File: src/rtl/ssp_pkg.sv
package ssp_pkg;
  typedef enum logic [1:0] {
    OP_PUSH   = 2'b00,
    OP_POPCHK = 2'b01,
    OP_SWAP   = 2'b10,
    OP_READ   = 2'b11
  } ss_op_e;

  typedef enum logic [1:0] {
    PRV_U = 2'b00,
    PRV_S = 2'b01,
    PRV_X = 2'b10,
    PRV_M = 2'b11
  } prv_e;

  typedef enum logic [1:0] {
    ST_IDLE  = 2'b00,
    ST_ISSUE = 2'b01,
    ST_WAIT  = 2'b10
  } ss_state_e;
endpackage

File: src/rtl/ssp_mode_gate.sv
module ssp_mode_gate
  import ssp_pkg::*;
(
  input  logic [1:0] priv,
  input  logic       en_user,
  input  logic       en_super,
  output logic       active
);
  // each level takes its enable from the level above it
  always_comb begin
    case (prv_e'(priv))
      PRV_U:   active = en_user;
      PRV_S:   active = en_super;
      default: active = 1'b0;
    endcase
  end
endmodule

File: src/rtl/ssp_engine.sv
module ssp_engine
  import ssp_pkg::*;
#(
  parameter int XLEN = 32
) (
  input  logic            clk,
  input  logic            rst_n,
  input  logic            cmd_valid,
  input  logic [1:0]      cmd_op,
  input  logic [XLEN-1:0] cmd_link,
  input  logic            active,
  input  logic            ssp_wr_en,
  input  logic [XLEN-1:0] ssp_wr_val,
  output logic            mem_req,
  output logic            mem_we,
  output logic            mem_amo,
  output logic [XLEN-1:0] mem_addr,
  output logic [XLEN-1:0] mem_wdata,
  input  logic            mem_rsp_valid,
  input  logic [XLEN-1:0] mem_rsp_rdata,
  input  logic            mem_rsp_ro,
  output logic            busy,
  output logic            done,
  output logic [XLEN-1:0] result,
  output logic            exc_swcheck,
  output logic            exc_pgfault,
  output logic [XLEN-1:0] ssp
);
  localparam int STEP = XLEN / 8;

  function automatic logic [XLEN-1:0] slot_below(input logic [XLEN-1:0] p);
    return p - XLEN'(STEP);
  endfunction

  function automatic logic [XLEN-1:0] slot_above(input logic [XLEN-1:0] p);
    return p + XLEN'(STEP);
  endfunction

  ss_state_e       state_q;
  ss_op_e          op_q;
  logic [XLEN-1:0] link_q, addr_q, ssp_q, result_q;
  logic            done_q, swc_q, pgf_q;

  // named events for the checks below
  logic accept_ev, uses_mem, rsp_take_ev, rsp_fault_ev, rsp_mismatch_ev;
  assign accept_ev       = cmd_valid && (state_q == ST_IDLE);
  assign uses_mem        = active && (ss_op_e'(cmd_op) != OP_READ);
  assign rsp_take_ev     = (state_q == ST_WAIT) && mem_rsp_valid;
  assign rsp_fault_ev    = rsp_take_ev && mem_rsp_ro;
  assign rsp_mismatch_ev = rsp_take_ev && !mem_rsp_ro && (op_q == OP_POPCHK)
                           && (mem_rsp_rdata != link_q);

  always_ff @(posedge clk) begin
    if (!rst_n) begin
      state_q  <= ST_IDLE;
      op_q     <= OP_READ;
      link_q   <= '0;
      addr_q   <= '0;
      ssp_q    <= '0;
      result_q <= '0;
      done_q   <= 1'b0;
      swc_q    <= 1'b0;
      pgf_q    <= 1'b0;
    end else begin
      done_q <= 1'b0;
      swc_q  <= 1'b0;
      pgf_q  <= 1'b0;
      case (state_q)
        ST_IDLE: begin
          if (accept_ev) begin
            op_q   <= ss_op_e'(cmd_op);
            link_q <= cmd_link;
            addr_q <= (ss_op_e'(cmd_op) == OP_PUSH) ? slot_below(ssp_q) : ssp_q;
            if (uses_mem) begin
              state_q <= ST_ISSUE;
            end else begin
              done_q   <= 1'b1;
              result_q <= (active && ss_op_e'(cmd_op) == OP_READ) ? ssp_q : '0;
            end
          end else if (ssp_wr_en) begin
            ssp_q <= ssp_wr_val;
          end
        end
        ST_ISSUE: state_q <= ST_WAIT;
        ST_WAIT: begin
          if (rsp_take_ev) begin
            state_q <= ST_IDLE;
            done_q  <= 1'b1;
            if (rsp_fault_ev) begin
              pgf_q    <= 1'b1;
              result_q <= '0;
            end else begin
              case (op_q)
                OP_PUSH: begin
                  ssp_q    <= addr_q;
                  result_q <= '0;
                end
                OP_POPCHK: begin
                  result_q <= mem_rsp_rdata;
                  if (rsp_mismatch_ev) swc_q <= 1'b1;
                  else                 ssp_q <= slot_above(ssp_q);
                end
                default: result_q <= mem_rsp_rdata;
              endcase
            end
          end
        end
        default: state_q <= ST_IDLE;
      endcase
    end
  end

  assign mem_req     = (state_q == ST_ISSUE);
  assign mem_we      = (op_q == OP_PUSH);
  assign mem_amo     = (op_q == OP_SWAP);
  assign mem_addr    = addr_q;
  assign mem_wdata   = link_q;
  assign busy        = (state_q != ST_IDLE);
  assign done        = done_q;
  assign result      = result_q;
  assign exc_swcheck = swc_q;
  assign exc_pgfault = pgf_q;
  assign ssp         = ssp_q;

  assert_req_single_R9: assert property (@(posedge clk) disable iff (!rst_n)
    mem_req |=> !mem_req);
  assert_req_in_busy_R9: assert property (@(posedge clk) disable iff (!rst_n)
    mem_req |-> busy);
  assert_exc_exclusive_R3: assert property (@(posedge clk) disable iff (!rst_n)
    !(exc_swcheck && exc_pgfault));
  assert_fault_holds_ptr_R6: assert property (@(posedge clk) disable iff (!rst_n)
    (done && (exc_pgfault || exc_swcheck)) |-> (ssp_q == $past(ssp_q)));
  assert_push_steps_down_R1: assert property (@(posedge clk) disable iff (!rst_n)
    (done && $past(state_q == ST_WAIT) && op_q == OP_PUSH && !exc_pgfault)
      |-> (ssp_q == $past(ssp_q) - XLEN'(STEP)));
  assert_pop_steps_up_R2: assert property (@(posedge clk) disable iff (!rst_n)
    (done && $past(state_q == ST_WAIT) && op_q == OP_POPCHK && !exc_pgfault && !exc_swcheck)
      |-> (ssp_q == $past(ssp_q) + XLEN'(STEP)));
  assert_disabled_quiet_R8: assert property (@(posedge clk) disable iff (!rst_n)
    (accept_ev && !active) |=> (done && result == '0 && !busy && !mem_req));
endmodule

File: src/rtl/ssp_guard.sv
module ssp_guard #(
  parameter int XLEN = 32
) (
  input  logic            clk,
  input  logic            rst_n,
  input  logic            cmd_valid,
  input  logic [1:0]      cmd_op,
  input  logic [XLEN-1:0] cmd_link,
  input  logic [1:0]      priv,
  input  logic            en_user,
  input  logic            en_super,
  input  logic            ssp_wr_en,
  input  logic [XLEN-1:0] ssp_wr_val,
  output logic            mem_req,
  output logic            mem_we,
  output logic            mem_amo,
  output logic [XLEN-1:0] mem_addr,
  output logic [XLEN-1:0] mem_wdata,
  input  logic            mem_rsp_valid,
  input  logic [XLEN-1:0] mem_rsp_rdata,
  input  logic            mem_rsp_ro,
  output logic            busy,
  output logic            done,
  output logic [XLEN-1:0] result,
  output logic            exc_swcheck,
  output logic            exc_pgfault,
  output logic [XLEN-1:0] ssp
);
  logic mode_active;

  ssp_mode_gate u_gate (
    .priv     (priv),
    .en_user  (en_user),
    .en_super (en_super),
    .active   (mode_active)
  );

  ssp_engine #(.XLEN(XLEN)) u_engine (
    .clk           (clk),
    .rst_n         (rst_n),
    .cmd_valid     (cmd_valid),
    .cmd_op        (cmd_op),
    .cmd_link      (cmd_link),
    .active        (mode_active),
    .ssp_wr_en     (ssp_wr_en),
    .ssp_wr_val    (ssp_wr_val),
    .mem_req       (mem_req),
    .mem_we        (mem_we),
    .mem_amo       (mem_amo),
    .mem_addr      (mem_addr),
    .mem_wdata     (mem_wdata),
    .mem_rsp_valid (mem_rsp_valid),
    .mem_rsp_rdata (mem_rsp_rdata),
    .mem_rsp_ro    (mem_rsp_ro),
    .busy          (busy),
    .done          (done),
    .result        (result),
    .exc_swcheck   (exc_swcheck),
    .exc_pgfault   (exc_pgfault),
    .ssp           (ssp)
  );

  assert_machine_never_active_R7: assert property (@(posedge clk) disable iff (!rst_n)
    (cmd_valid && !busy && priv[1]) |=> (done && !mem_req));
endmodule

File: config.mk
export PLATFORM = sky130hd
export DESIGN_NAME = ssp_guard
export DESIGN_NICKNAME = d
export VERILOG_FILES = /design/src/rtl/ssp_pkg.sv /design/src/rtl/ssp_mode_gate.sv /design/src/rtl/ssp_engine.sv /design/src/rtl/ssp_guard.sv
export SDC_FILE = /design/constraint.sdc
export NUM_CORES = 1
export LEC_CHECK = 0
export BUFFER_PORTS_ARGS = -buffer_cell sky130_fd_sc_hd__buf_2
export CAP_MARGIN = 20
export CORE_MARGIN = 5
export CORE_UTILIZATION = 50
export CTS_BUF_LIST = sky130_fd_sc_hd__clkbuf_4 sky130_fd_sc_hd__clkbuf_8
export DETAILED_ROUTE_END_ITERATION = 10
export PLACE_DENSITY = 0.8
export SETUP_SLACK_MARGIN = 0.4
export SYNTH_ARGS = -nofsm -noshare
export SYNTH_HDL_FRONTEND = slang
export SYNTH_HIERARCHICAL = 1
export SYNTH_SLANG_ARGS = --single-unit
File: constraint.sdc
create_clock -name clk -period 5.6 [get_ports clk]
set_input_delay 0.84 -clock clk [delete_from_list [all_inputs] [get_ports clk]]
set_output_delay 0.84 -clock clk [all_outputs]
set_load 0.01 [all_outputs]
# After elaboration in Yosys (flattened, before gate mapping)
# Index checks and enable logic that the tools add are counted.
# op_classes
add_sub_neg	2
multipliers	0
n_div	0
order_cmp	0
n_eq_ne	17
shift	0
mux	26
n_bitwise	4
reduce_logical	21
# op_table
operator	n
$mux 32	12
$pmux 32 s2	3
$add 32x3->32 const B	1
$ne 32x32->1	1
$sub 32x3->32 const B	1
$ne 2x2->1 const B	5
$logic_and 1x1->1	8
$logic_not 2->1	4
$reduce_and 7->1	1
$eq 2x1->1 const B	3
$eq 2x2->1 const B	3
$mux 2	3
$ne 2x1->1 const B	3
$ne 3x3->1 const B	2
$pmux 2 s3	1
$reduce_and 3->1	2
$mux 1	5
$reduce_or 5->1	1
$not 1->1	4
$pmux 1 s2	2
$reduce_and 4->1	1
$reduce_bool 2->1	2
$reduce_and 2->1	1
$logic_not 1->1	1
# totals
ff_bits	135
latchBits	0
ram_bits	0
mem_bits_ro	0
in_bits	108
output_inout_bits	135
word_cells	79
n_memories	0

# Longest topological paths before layout
# Gate-level depths: netlist of run 1.
# depth
word_depth	10
mapped_depth	9
mapped_depth_nobuf	7

# By module
# Netlist of run 1, hierarchy kept.
# by_module_without_submodules
mod	instances	cells_per_inst	area_per_inst_um2	seq_area_each_um2
ssp_engine	1	897	7051.8	2702.6
ssp_mode_gate	1	2	13.8	0.0

# Worst setup path before layout of run 1
# No wires, ideal clock.
# synth_timing
path_kind	input to register
from	input cmd_op[0]
to	register u_engine.addr_q[29], in the netlist u_engine/mem_addr[29]
setup_time_ns	0.130
arrival_time_ns	2.357
required_ns	5.470
path_slack_ns	3.113
path_stages	7
n_path_buf	1
path_cell_list	nor3_1 > nand4_1 > or3_1 > buf_6 > nor4_4 > xnor2_1 > a21oi_2
# synth_between
elab_chain_cells	2
# synth_rtl
element	line	text
from (decl)	ssp_guard.sv:7	input logic [1:0] cmd_op,
$logic_not 2->1	ssp_engine.sv:73	addr_q <= (ss_op_e'(cmd_op) == OP_PUSH) ? slot_below(ssp_q) : ssp_q;
$mux 32	ssp_engine.sv:73	
to (signal assigned)	ssp_engine.sv:73	
to (decl)	ssp_engine.sv:41	logic [XLEN-1:0] link_q, addr_q, ssp_q, result_q;
# Every way passes these cells.
# A chain may end at the register's enable or synchronous reset.

==> metrics.md, run 1 <==
| Metric | Value |
|---|---|
| Remaining DRCs | `0` |
| Via density | `around 6` |
| Hold Path Class | `flop to flop` |
| Setup ws final | `between 2000 and 3000 ps` |
| Worst-path fanout max | `62` |
| Primary FF master, synth | `dfxtp_1` |
| Pins over their slew limit | `0` |
| Actual slew at the worst max-slew pin | `roughly 1100 ps` |
| WP data arrival | `between 3000 and 4000 ps` |
| Min-Delay Startpoint | `u_engine/mem_wdata[26]` |
| Setup CP Type | `input pin to flop` |
| Final net count | `approximately 1.2k` |
| Root buffer cell | `clkbuf_8` |
| Number of synthesized flops with an enable pin | `0` |
| Clk Latency, worst-skew pair | `460 ps` |
| Grt total ovfl | `0` |
| First DRT Iteration DRCs | `between 900 and 1k` |
| # rows | `43` |
| Tcrit/Tclk final | `a little over half` |
| CTS tree | `done` |
| Wirelength per Cell | `about 20 um` |
| Port Buffer Count | `between 200 and 250` |
| Post-Synthesis Cell Area | `between 7000 and 8000 um^2` |
| Post-CTS Setup Bufs | `0` |
| Clock Path Buffers | `2` |
| RSZ-0062 raised after global routing | `no` |
| R2R Path Start | `u_engine/op_q[1]` |
| Die area | `16600 um^2` |
| CP endpoint kind | `flop` |
| Post-layout min period | `around 3000 ps` |
| H-Tree Depth | `4` |
| Post-synthesis net count | `~1.0k` |
| Seq/Total Area, Yosys | `between 30% and 40%` |
| Via count of the routed design | `7725` |
| Fin cells | `between 1k and 1.5k` |
| First-pass GRT wire length | `37600 um` |
| Cts repair resizes | `0` |
| Final number of setup-violating endpoints | `0` |
| LEAKAGE | `roughly 3.6 nW` |
| Yosys warning count | `6` |
| Worst slew margin | `24.0%` |
| GRT Total Usage | `around 29%` |
| Post-synth ARST share | `0%` |
| Final Hold Vio Count | `0` |
| Largest net degree at the start of global routing | `63` |
| Clk slew on worst S/H paths | `about 80 ps` |
| GP Congestion | `about 0.9` |
| Worst Path Required | `5960 ps` |
| Starting Density | `50.9%` |
| Peak VDD IR | `about 140 uV` |
| Routed Antenna Nets | `0` |
| Utilization after layout | `slightly above 60%` |
| Pre-CTS setup slack | `between 2000 and 2500 ps` |
| Cts-stage hold buffer count | `0` |
| Initial antenna violation count | `1` |
| Fmax | `0.335 GHz` |
| Pwr/cell area | `approximately 270 nW/um^2` |
| Die width | `about 130 um` |
| I/O pin cnt | `between 200 and 250` |
| CP startpoint kind | `input pin` |
| Mean Syn Cell Area | `around 8 um^2` |
| Setup_tns | `0 ps` |
| Outcome | `complete, no violations` |
| Drt total wl | `~25000 um` |
| Max capacitance violation total | `0` |
| Detail Placement HPWL | `~18000 um` |
| Vias in the first global route | `~6.9k` |
| Number of library cell types mapped by synthesis | `60` |
| Cells after synthesis | `between 800 and 900` |
| Total CTS buffers | `17` |
| Clk_skew | `around 17 ps` |
| Share of cells above drive strength 1 | `27.5%` |
| Placed cell count | `~1.2k` |
| Synth Register Bits | `135` |
| CP startpoint | `rst_n` |
| Layout area overhead | `22.4%` |
| Sink Count | `135` |
| Die H | `around 130 um` |
| DRT Pass-1 Iters | `5` |
| Core area | `between 10000 and 15000 um^2` |
## cell families (layout without fill, tap and decap cells)
| logic type | Yosys count | after routing | share of synthesized area [%] |
|---|---|---|---|
| flip-flops | 135 | 135 | 38.3 |
| AO/OA/AOI/OAI | 272 | 272 | 25.7 |
| adder cells (fa/ha/maj) | 2 | 2 | 0.354 |
| other | 0 | 1 | 0 |
| multiplexers | 3 | 3 | 0.425 |
| XOR/XNOR | 67 | 67 | 8.31 |
| AND/OR/NAND/NOR | 319 | 319 | 21.3 |
| buffers and inverters | 101 | 295 | 5.61 |
## cell type report
| cell class | instances | area, um^2 |
|---|---|---|
| Timing Repair Buffer | 254 | 1300 |
| Antenna cell | 1 | 2.50 |
| Clock inverter | 8 | 70.1 |
| Fill cell | 1244 | 5230 |
| Inverter | 9 | 35.0 |
| Tap cell | 180 | 225 |
| Clock buffer | 24 | 318 |
| Multi-Input combinational cell | 663 | 4000 |
| Sequential cell | 135 | 2700 |
## synthesized netlist by cell type (4+ instances only)
| library cell | count | area, um^2 |
|---|---|---|
| a211oi_1 | 60 | 450 |
| a21oi_1 | 74 | 370 |
| a221oi_1 | 5 | 43.8 |
| a22o_1 | 5 | 43.8 |
| a22oi_1 | 35 | 263 |
| a311oi_1 | 9 | 78.8 |
| a31oi_1 | 5 | 31.3 |
| and2_1 | 6 | 37.5 |
| buf_1 | 8 | 30.0 |
| clkbuf_1 | 80 | 300 |
| dfxtp_1 | 135 | 2700 |
| inv_1 | 8 | 30.0 |
| nand2_1 | 117 | 439 |
| nand3_1 | 18 | 90.1 |
| nand4_1 | 15 | 93.8 |
| nor2_1 | 93 | 349 |
| nor2b_1 | 4 | 25.0 |
| nor3_1 | 13 | 65.1 |
| nor4_1 | 21 | 131 |
| o211ai_1 | 6 | 45.0 |
| o21ai_0 | 35 | 175 |
| o311ai_0 | 9 | 78.8 |
| o31ai_1 | 6 | 45.0 |
| or3_1 | 7 | 43.8 |
| xnor2_1 | 24 | 210 |
| xor2_1 | 43 | 377 |
## metrics by stage
stage / power, W / hold WS [ps] / area [um^2]
floorplan: 0.00136 / 482 / 7070
finish: 0.00233 / 481 / 8650
global placement: 0.00154 / 464 / 8250
CTS: 0.00233 / 478 / 8640
detailed placement: 0.00155 / 468 / 8250
global route: 0.00243 / 503 / 8650
## power breakdown
group | internal, W | switching (W)
logic | 0.000170 | 0.000246
clock network | 0.000416 | 0.000381
registers | 0.00103 | 0.0000918
## cell usage in the layout, fill, tap and decap left out, types with 3 or more instances in the layout
cell,instances
a31oi_1,5
nor2_1,93
inv_1,8
o311ai_0,9
a311oi_1,9
o211ai_1,6
buf_2,242
o41ai_1,3
o31ai_1,6
or3_1,7
a211oi_1,59
dfxtp_1,135
a22o_1,5
clkinv_2,6
a221oi_1,5
xor2_1,43
nand2_1,117
a21oi_1,73
o22ai_1,3
and4_1,3
xnor2_1,24
o21ai_0,34
nor4_1,21
and2_1,5
buf_4,12
mux2i_1,3
a22oi_1,35
nand3_1,18
nor2b_1,4
nor3_1,13
o31a_1,3
nand4_1,15
clkbuf_8,22
## final timing paths
| check | slack (ps) | endpoint | cells after the start |
|---|---|---|---|
| max | 2610 | u_engine/ssp[26] | 6 |
| min | 480 | u_engine/mem_wdata[26] | 2 |
| max reg2reg | 2760 | u_engine/ssp[20] | 6 |
| min reg2reg | 480 | u_engine/mem_wdata[26] | 2 |
## registers in the layout (all words and copies together), names as in the netlist
signal and cells:
u_engine/exc_pgfault 1, u_engine/state_q 2, u_engine/done 1, u_engine/ssp 32, u_engine/exc_swcheck 1, u_engine/mem_addr 32
u_engine/result 32, u_engine/op_q 2, u_engine/mem_wdata 32
## metal layers
layer  GRT usage [%]  wire length (um)  vias up  share of wire [%]
li1                -                 -     3620                  -
met1            41.0             10600     3629                 43
met2            42.9             11200      442                 45
met3            6.97              2620       34                 11
met4            8.77               377        0                1.5
met5               0                 0        -                  0
## critical path: stages
cell,delay [ps]
buf_2,560
clkinv_2,760
buf_4,580
a211oi_1,290
o311ai_0,140
o41ai_1,110
(Power assumes the default switching activity.)
==> run 2, diff against run 1 <==
CORE_UTILIZATION = 47   (was 50)
PLACE_DENSITY = 0.79   (was 0.8)
clock period = 2.7 ns   (was 5.6 ns; I/O delays follow)
==> run 2 against run 1 <==
  * Total power up 120%
  * Wire length up 5.0%
  * Core utilization down 0.070 points
  * Critical endpoint is now u_engine/mem_addr[31]
  * Largest power group unchanged
  * Highest routed layer unchanged
==> metrics.md, run 2 (synthesis results as in run 1) <==
| Metric | Value |
|---|---|
| Outcome | `complete, no violations` |
| # rows | `44` |
| Setup_tns | `0 ps` |
| RSZ-0062 raised after global routing | `yes` |
| Remaining DRCs | `0` |
| First DRT Iteration DRCs | `around 1.2k` |
| Worst slew margin | `about three fifths` |
| CP startpoint kind | `flop` |
| DRT Pass-1 Iters | `6` |
| Utilization after layout | `between 60 and 70%` |
| Routed Antenna Nets | `0` |
| Pins over their slew limit | `0` |
| Die area | `around 18000 um^2` |
| CP top delay family | `simple AND/OR/NAND/NOR gates` |
| Power share of the clock group | `between 30% and 40%` |
| Vias in the first global route | `around 7.3k` |
| LEAKAGE | `approximately 3.9 nW` |
| Buf/Inv on CP | `0` |
| Largest net degree at the start of global routing | `106` |
| Starting Density | `between 40% and 50%` |
| Net switching power | `~0.0015 W` |
| Share of cells above drive strength 1 | `31.6%` |
| CTS tree | `done` |
| Clk slew on worst S/H paths | `80 ps` |
| Most frequent cells in the layout | `242 x buf_2, 127 x dfxtp_1, 116 x nand2_1, 92 x nor2_1, 73 x a21oi_1` |
| Grt total ovfl | `0` |
| Post-layout min period | `2320 ps` |
| Via count of the routed design | `approximately 8k` |
| Root buffer cell | `clkbuf_8` |
| Peak VDD IR | `about 420 uV` |
| Die width | `133 um` |
| Via density | `around 6.0` |
| Cts-stage hold buffer count | `0` |
| Sequential Power Share | `between 40 and 50%` |
| Total CTS buffers | `17` |
| Tcrit/Tclk final | `roughly 86%` |
| Fin cells | `between 1k and 1.5k` |
| Most common cell after layout, fill and taps aside | `buf_2` |
| Worst-path fanout max | `6` |
| Final number of setup-violating endpoints | `0` |
| Clock Path Buffers | `2` |
| H-Tree Depth | `4` |
| CP startpoint | `u_engine/ssp[11]` |
| Initial antenna violation count | `1` |
| Max capacitance violation total | `0` |
| Drt total wl | `around 26000 um` |
| Worst Path Required | `3000 ps` |
| Hold Path Class | `input pin to flop` |
| Clk_skew | `approximately 11 ps` |
| Die H | `approximately 130 um` |
| Final Hold Vio Count | `0` |
| Cell-internal power | `~0.0036 W` |
| GRT Total Usage | `28.0%` |
| Actual slew at the worst max-slew pin | `~630 ps` |
| Final net count | `between 1k and 1.5k` |
| Max incr delay on CP | `between 500 and 600 ps` |
| Fmax | `0.432 GHz` |
| I/O pin cnt | `243` |
| CP max stage cell | `or4_4` |
| WP data arrival | `~2600 ps` |
| Detail Placement HPWL | `18700 um` |
| Pwr/cell area | `around 560 nW/um^2` |
| CP endpoint kind | `flop` |
| Setup CP Type | `flop to flop` |
| Layout area overhead | `29.0%` |
| Worst path most repeated cell | `or4_4` |
| First-pass GRT wire length | `~40000 um` |
| Clk Latency, worst-skew pair | `between 400 and 500 ps` |
| Sw frac | `between 20 and 30%` |
| GP Congestion | `between 0.9 and 1` |
| Wirelength per Cell | `19.9 um` |
| Core area | `approximately 15000 um^2` |
| Min-Delay Startpoint | `cmd_link[27]` |
| Sink Count | `135` |
| Comb pwr share | `19.2%` |
| Port Buffer Count | `about 240` |
| Critical Path, Cell by Cell | `or4_4 -> or4_4 -> or3_4 -> nor3_2 -> xnor2_1 -> a21oi_1` |
| R2R Path Start | `u_engine/ssp[11]` |
| Placed cell count | `about 1.3k` |
run 2: cell count changes in the layout (fill, tap and decap cells not counted), sizes merged:
cell | previous run | this run
clkinvlp | 2 | 1
clkinv | 6 | 4
buf | 254 | 292
clkbuf | 24 | 23
bufinv | 1 | 4
run 2: final timing paths:
| kind | end | slack (ps) | depth (start not counted) |
|---|---|---|---|
| hold reg to reg | u_engine/mem_wdata[16] | 490 | 2 |
| hold / removal | u_engine/mem_wdata[27] | 180 | 3 |
| setup / recovery | u_engine/mem_addr[31] | 380 | 6 |
| setup reg to reg | u_engine/mem_addr[31] | 380 | 6 |
run 2: timing repair:
| item | CTS | global route |
|---|---|---|
| setup buffers | 2 | 2 |
| setup endpoints to repair | 13 | 32 |
| gates resized for setup | 5 | 16 |
| pin swaps | 3 | 2 |
run 2: power by group through the flow:
stage | clock network, W | logic [W] | registers, W
3_5_place_dp | 0 | 0.000957 | 0.00231
4_1_cts | 0.00190 | 0.000972 | 0.00227
6_report | 0.00187 | 0.000985 | 0.00227
3_3_place_gp | 0 | 0.000944 | 0.00231
5_1_grt | 0.00200 | 0.00107 | 0.00229
2_1_floorplan | 0 | 0.000506 | 0.00233
run 2: metal layers:
metal / up-vias / track usage (%) / part of all wire, %
met4: 0 / 9.82 / 2.2
li1: 3696 / - / -
met2: 513 / 42.1 / 45
met5: - / 0 / 0
met3: 79 / 7.67 / 11
met1: 3633 / 38.7 / 42
run 2: through the flow:
step | area [um^2] | setup WS (ps) | total power [W] | hold slack [ps]
after floorplan | 7090 | 274 | 0.00284 | 482
after global placement | 8590 | 253 | 0.00325 | 470
after detailed placement | 8590 | 173 | 0.00327 | 476
after CTS | 9050 | 399 | 0.00514 | 162
after global routing | 9120 | 334 | 0.00535 | 158
final | 9120 | 384 | 0.00513 | 182
run 2: cell type report:
type | instances | area [um^2]
Fill cell | 1296 | 5530
Multi-Input combinational cell | 663 | 4050
Sequential cell | 135 | 2710
Timing Repair Buffer | 292 | 1650
Clock buffer | 23 | 292
Tap cell | 184 | 230
Clock inverter | 8 | 146
Inverter | 9 | 35.0
Antenna cell | 1 | 2.50
run 2: worst reg2reg max path, stage by stage (launching register included):
cell and delay (ps):
dfxtp_1 310, or4_4 540, or4_4 490, or3_4 400
nor3_2 190, xnor2_1 160, a21oi_1 90
==> run 3, diff against run 2 <==
clock period = 2.1 ns   (was 2.7 ns; I/O delays follow)
==> run 3 against run 2 <==
  * The flow now finishes with violations (negative setup slack)
  * Sequential share of layout area fell by 4.8 points
  * Critical path depth rose by 1
  * Flip-flop and latch count did not move
  * Die area did not move
  * Via count rose by 13%
  * Clock skew rose by 2.6 ps
  * Cell count rose by 7.5%
  * Total power rose by 42%
  * Clock power rose by 43%
==> metrics.md, run 3 (synthesis results as in run 1) <==
| Metric | Value |
|---|---|
| Outcome | `finished with violations` |
| Violated checks | `negative setup slack` |
| R2r setup slk | `-400 ps` |
| LEAKAGE | `roughly 4.7 nW` |
| Comb pwr share | `between 20% and 30%` |
| Antenna diode count | `0` |
| Layout area overhead | `57.3%` |
| Setup CP Type | `flop to flop` |
| Worst Path Required | `2430 ps` |
| Core area | `~15000 um^2` |
| Starting Density | `48.2%` |
| Fill cells | `961` |
| Fmax | `0.400 GHz` |
| R2R Path Start | `u_engine/ssp[11]` |
| Sw frac | `30.8%` |
| Final Hold Vio Count | `0` |
| Max capacitance violation total | `0` |
| Clock Path Buffers | `2` |
| Worst r2r dst | `u_engine/mem_addr[23]` |
| CP top delay family | `simple AND/OR/NAND/NOR gates` |
| Peak VDD IR | `between 400 and 500 uV` |
| Final net count | `between 1k and 1.5k` |
| Detail Placement HPWL | `around 19000 um` |
| Utilization after layout | `between 70% and 80%` |
| Die area | `roughly 18000 um^2` |
| Worst path most repeated cell | `or4_4` |
| Hold EP | `u_engine/mem_wdata[6]` |
| I/O pin cnt | `243` |
| CTS tree | `done` |
| Most common cell after layout, fill and taps aside | `buf_2` |
| Stages on worst setup path | `7` |
| WP data arrival | `about 2800 ps` |
| H-Tree Depth | `4` |
| Port Buffer Count | `around 240` |
| Final number of setup-violating endpoints | `26` |
| Vias in the first global route | `slightly above 8k` |
| Die width | `~130 um` |
| Clk_skew | `~14 ps` |
| Largest net degree at the start of global routing | `between 80 and 90` |
| Clk slew on worst S/H paths | `80 ps` |
| Cts-stage hold buffer count | `0` |
| Net switching power | `0.00224 W` |
| First DRT Iteration DRCs | `about 1.2k` |
| Grt total ovfl | `0` |
| Die H | `roughly 130 um` |
| Root buffer cell | `clkbuf_8` |
| CP max stage cell | `or4_4` |
| First-pass GRT wire length | `between 40000 and 50000 um` |
| Hold Crit Depth | `3` |
| Worst slew margin | `60.8%` |
| RSZ-0062 raised after global routing | `yes` |
| Via count of the routed design | `between 8k and 9k` |
| Initial antenna violation count | `0` |
| Post-route cell area | `~11000 um^2` |
| GP Congestion | `slightly above 0.9` |
| Pwr/cell area | `~660 nW/um^2` |
| R2R cell count | `7` |
| Share of cells above drive strength 1 | `48.7%` |
| Sequential Power Share | `between 40% and 50%` |
| Routed Antenna Nets | `0` |
| GRT Total Usage | `between 30% and 40%` |
| Area of placed instances | `between 9000 and 10000 um^2` |
| Tcrit/Tclk final | `119%` |
| Post-layout min period | `around 2500 ps` |
| # rows | `44` |
| Pins over their slew limit | `0` |
| Via density | `approximately 6.4` |
| Clk Latency, worst-skew pair | `approximately 460 ps` |
| Power share of the clock group | `36.7%` |
| Drt total wl | `around 32000 um` |
| Sink Count | `~140` |
| Actual slew at the worst max-slew pin | `slightly below 600 ps` |
| Most frequent cells in the layout | `242 x buf_2, 113 x nand2_1, 110 x buf_4, 94 x dfxtp_1, 83 x nor2_1` |
| CP startpoint kind | `flop` |
| DRT Pass-1 Iters | `6` |
| Min-Delay Startpoint | `cmd_link[6]` |
| Cell-internal power | `about 0.0050 W` |
| CP endpoint kind | `flop` |
| Total CTS buffers | `17` |
| Buf/Inv on CP | `1` |
| Worst-path fanout max | `6` |
| Remaining DRCs | `0` |
| Setup ws final | `-398 ps` |
| Worst Hold Slack | `78.3 ps` |
| Hold Path Class | `input pin to flop` |
| Wirelength per Cell | `about 23 um` |
| Critical Path, Cell by Cell | `or4_4 -> or4_4 -> or3_4 -> buf_4 -> nor2_2 -> xnor2_1 -> a21oi_1` |
| Max incr delay on CP | `roughly 550 ps` |
==> run 3: metal layers <==
metal  up-vias  part of all wire (%)  global-route usage, %
li1       3894                     -                      -
met1      4179                    37                   41.5
met2       729                    46                   52.0
met3       174                    12                   8.16
met4         0                   5.5                   13.2
met5         -                     0                      0
==> run 3: stage by stage <==
stage               setup WS [ps]  instances  power, W  TNS, ps
global route                 -383       1413   0.00752    -3760
CTS                          -188       1388   0.00708    -1250
global placement             -253       1330   0.00427    -2160
floorplan                    -326        899   0.00369    -2160
detailed placement           -280       1330   0.00430    -3130
finish                       -398       1413   0.00729    -3010
==> run 3: cell type report <==
cell class	instances	area (um^2)	area share (%)
Multi-Input combinational cell	663	4990	44.9
Sequential cell	135	2780	25.0
Timing Repair Buffer	390	2590	23.3
Clock buffer	20	263	2.36
Tap cell	184	230	2.07
Clock inverter	12	224	2.02
Inverter	9	35.0	0.315
==> run 3: power groups by stage <==
stage	Clock (W)	Combinational [W]	Sequential, W
2_1_floorplan	0	0.000685	0.00300
3_3_place_gp	0	0.00131	0.00296
3_5_place_dp	0	0.00134	0.00296
4_1_cts	0.00267	0.00150	0.00290
5_1_grt	0.00279	0.00178	0.00294
6_report	0.00268	0.00169	0.00292
==> run 3: worst reg2reg max path, stage by stage (launching register included) <==
cell     delay (ps)
dfxtp_2         330
or4_4           550
or4_4           500
or3_4           410
buf_4           160
nor2_2          120
xnor2_1         180
a21oi_1         120
==> run 3: how the worst max path moves through the flow <==
stage                     slack [ps]        startpoint                    end
after detailed placement        -280  u_engine/ssp[11]  u_engine/mem_addr[27]
final                           -400  u_engine/ssp[11]  u_engine/mem_addr[23]
after global placement          -250  u_engine/ssp[11]  u_engine/mem_addr[29]
after floorplan                 -330  u_engine/ssp[14]  u_engine/mem_addr[29]
after CTS                       -190  u_engine/ssp[11]  u_engine/mem_addr[27]
after global routing            -380  u_engine/ssp[11]  u_engine/mem_addr[23]
==> run 3: what timing repair did <==
| item | CTS | global route |
|---|---|---|
| resized for setup | 134 | 81 |
| buffers inserted | 21 | 25 |
| cloned | 5 | 0 |
| pin swaps | 81 | 47 |
| endpoints found under the setup margin | 91 | 105 |
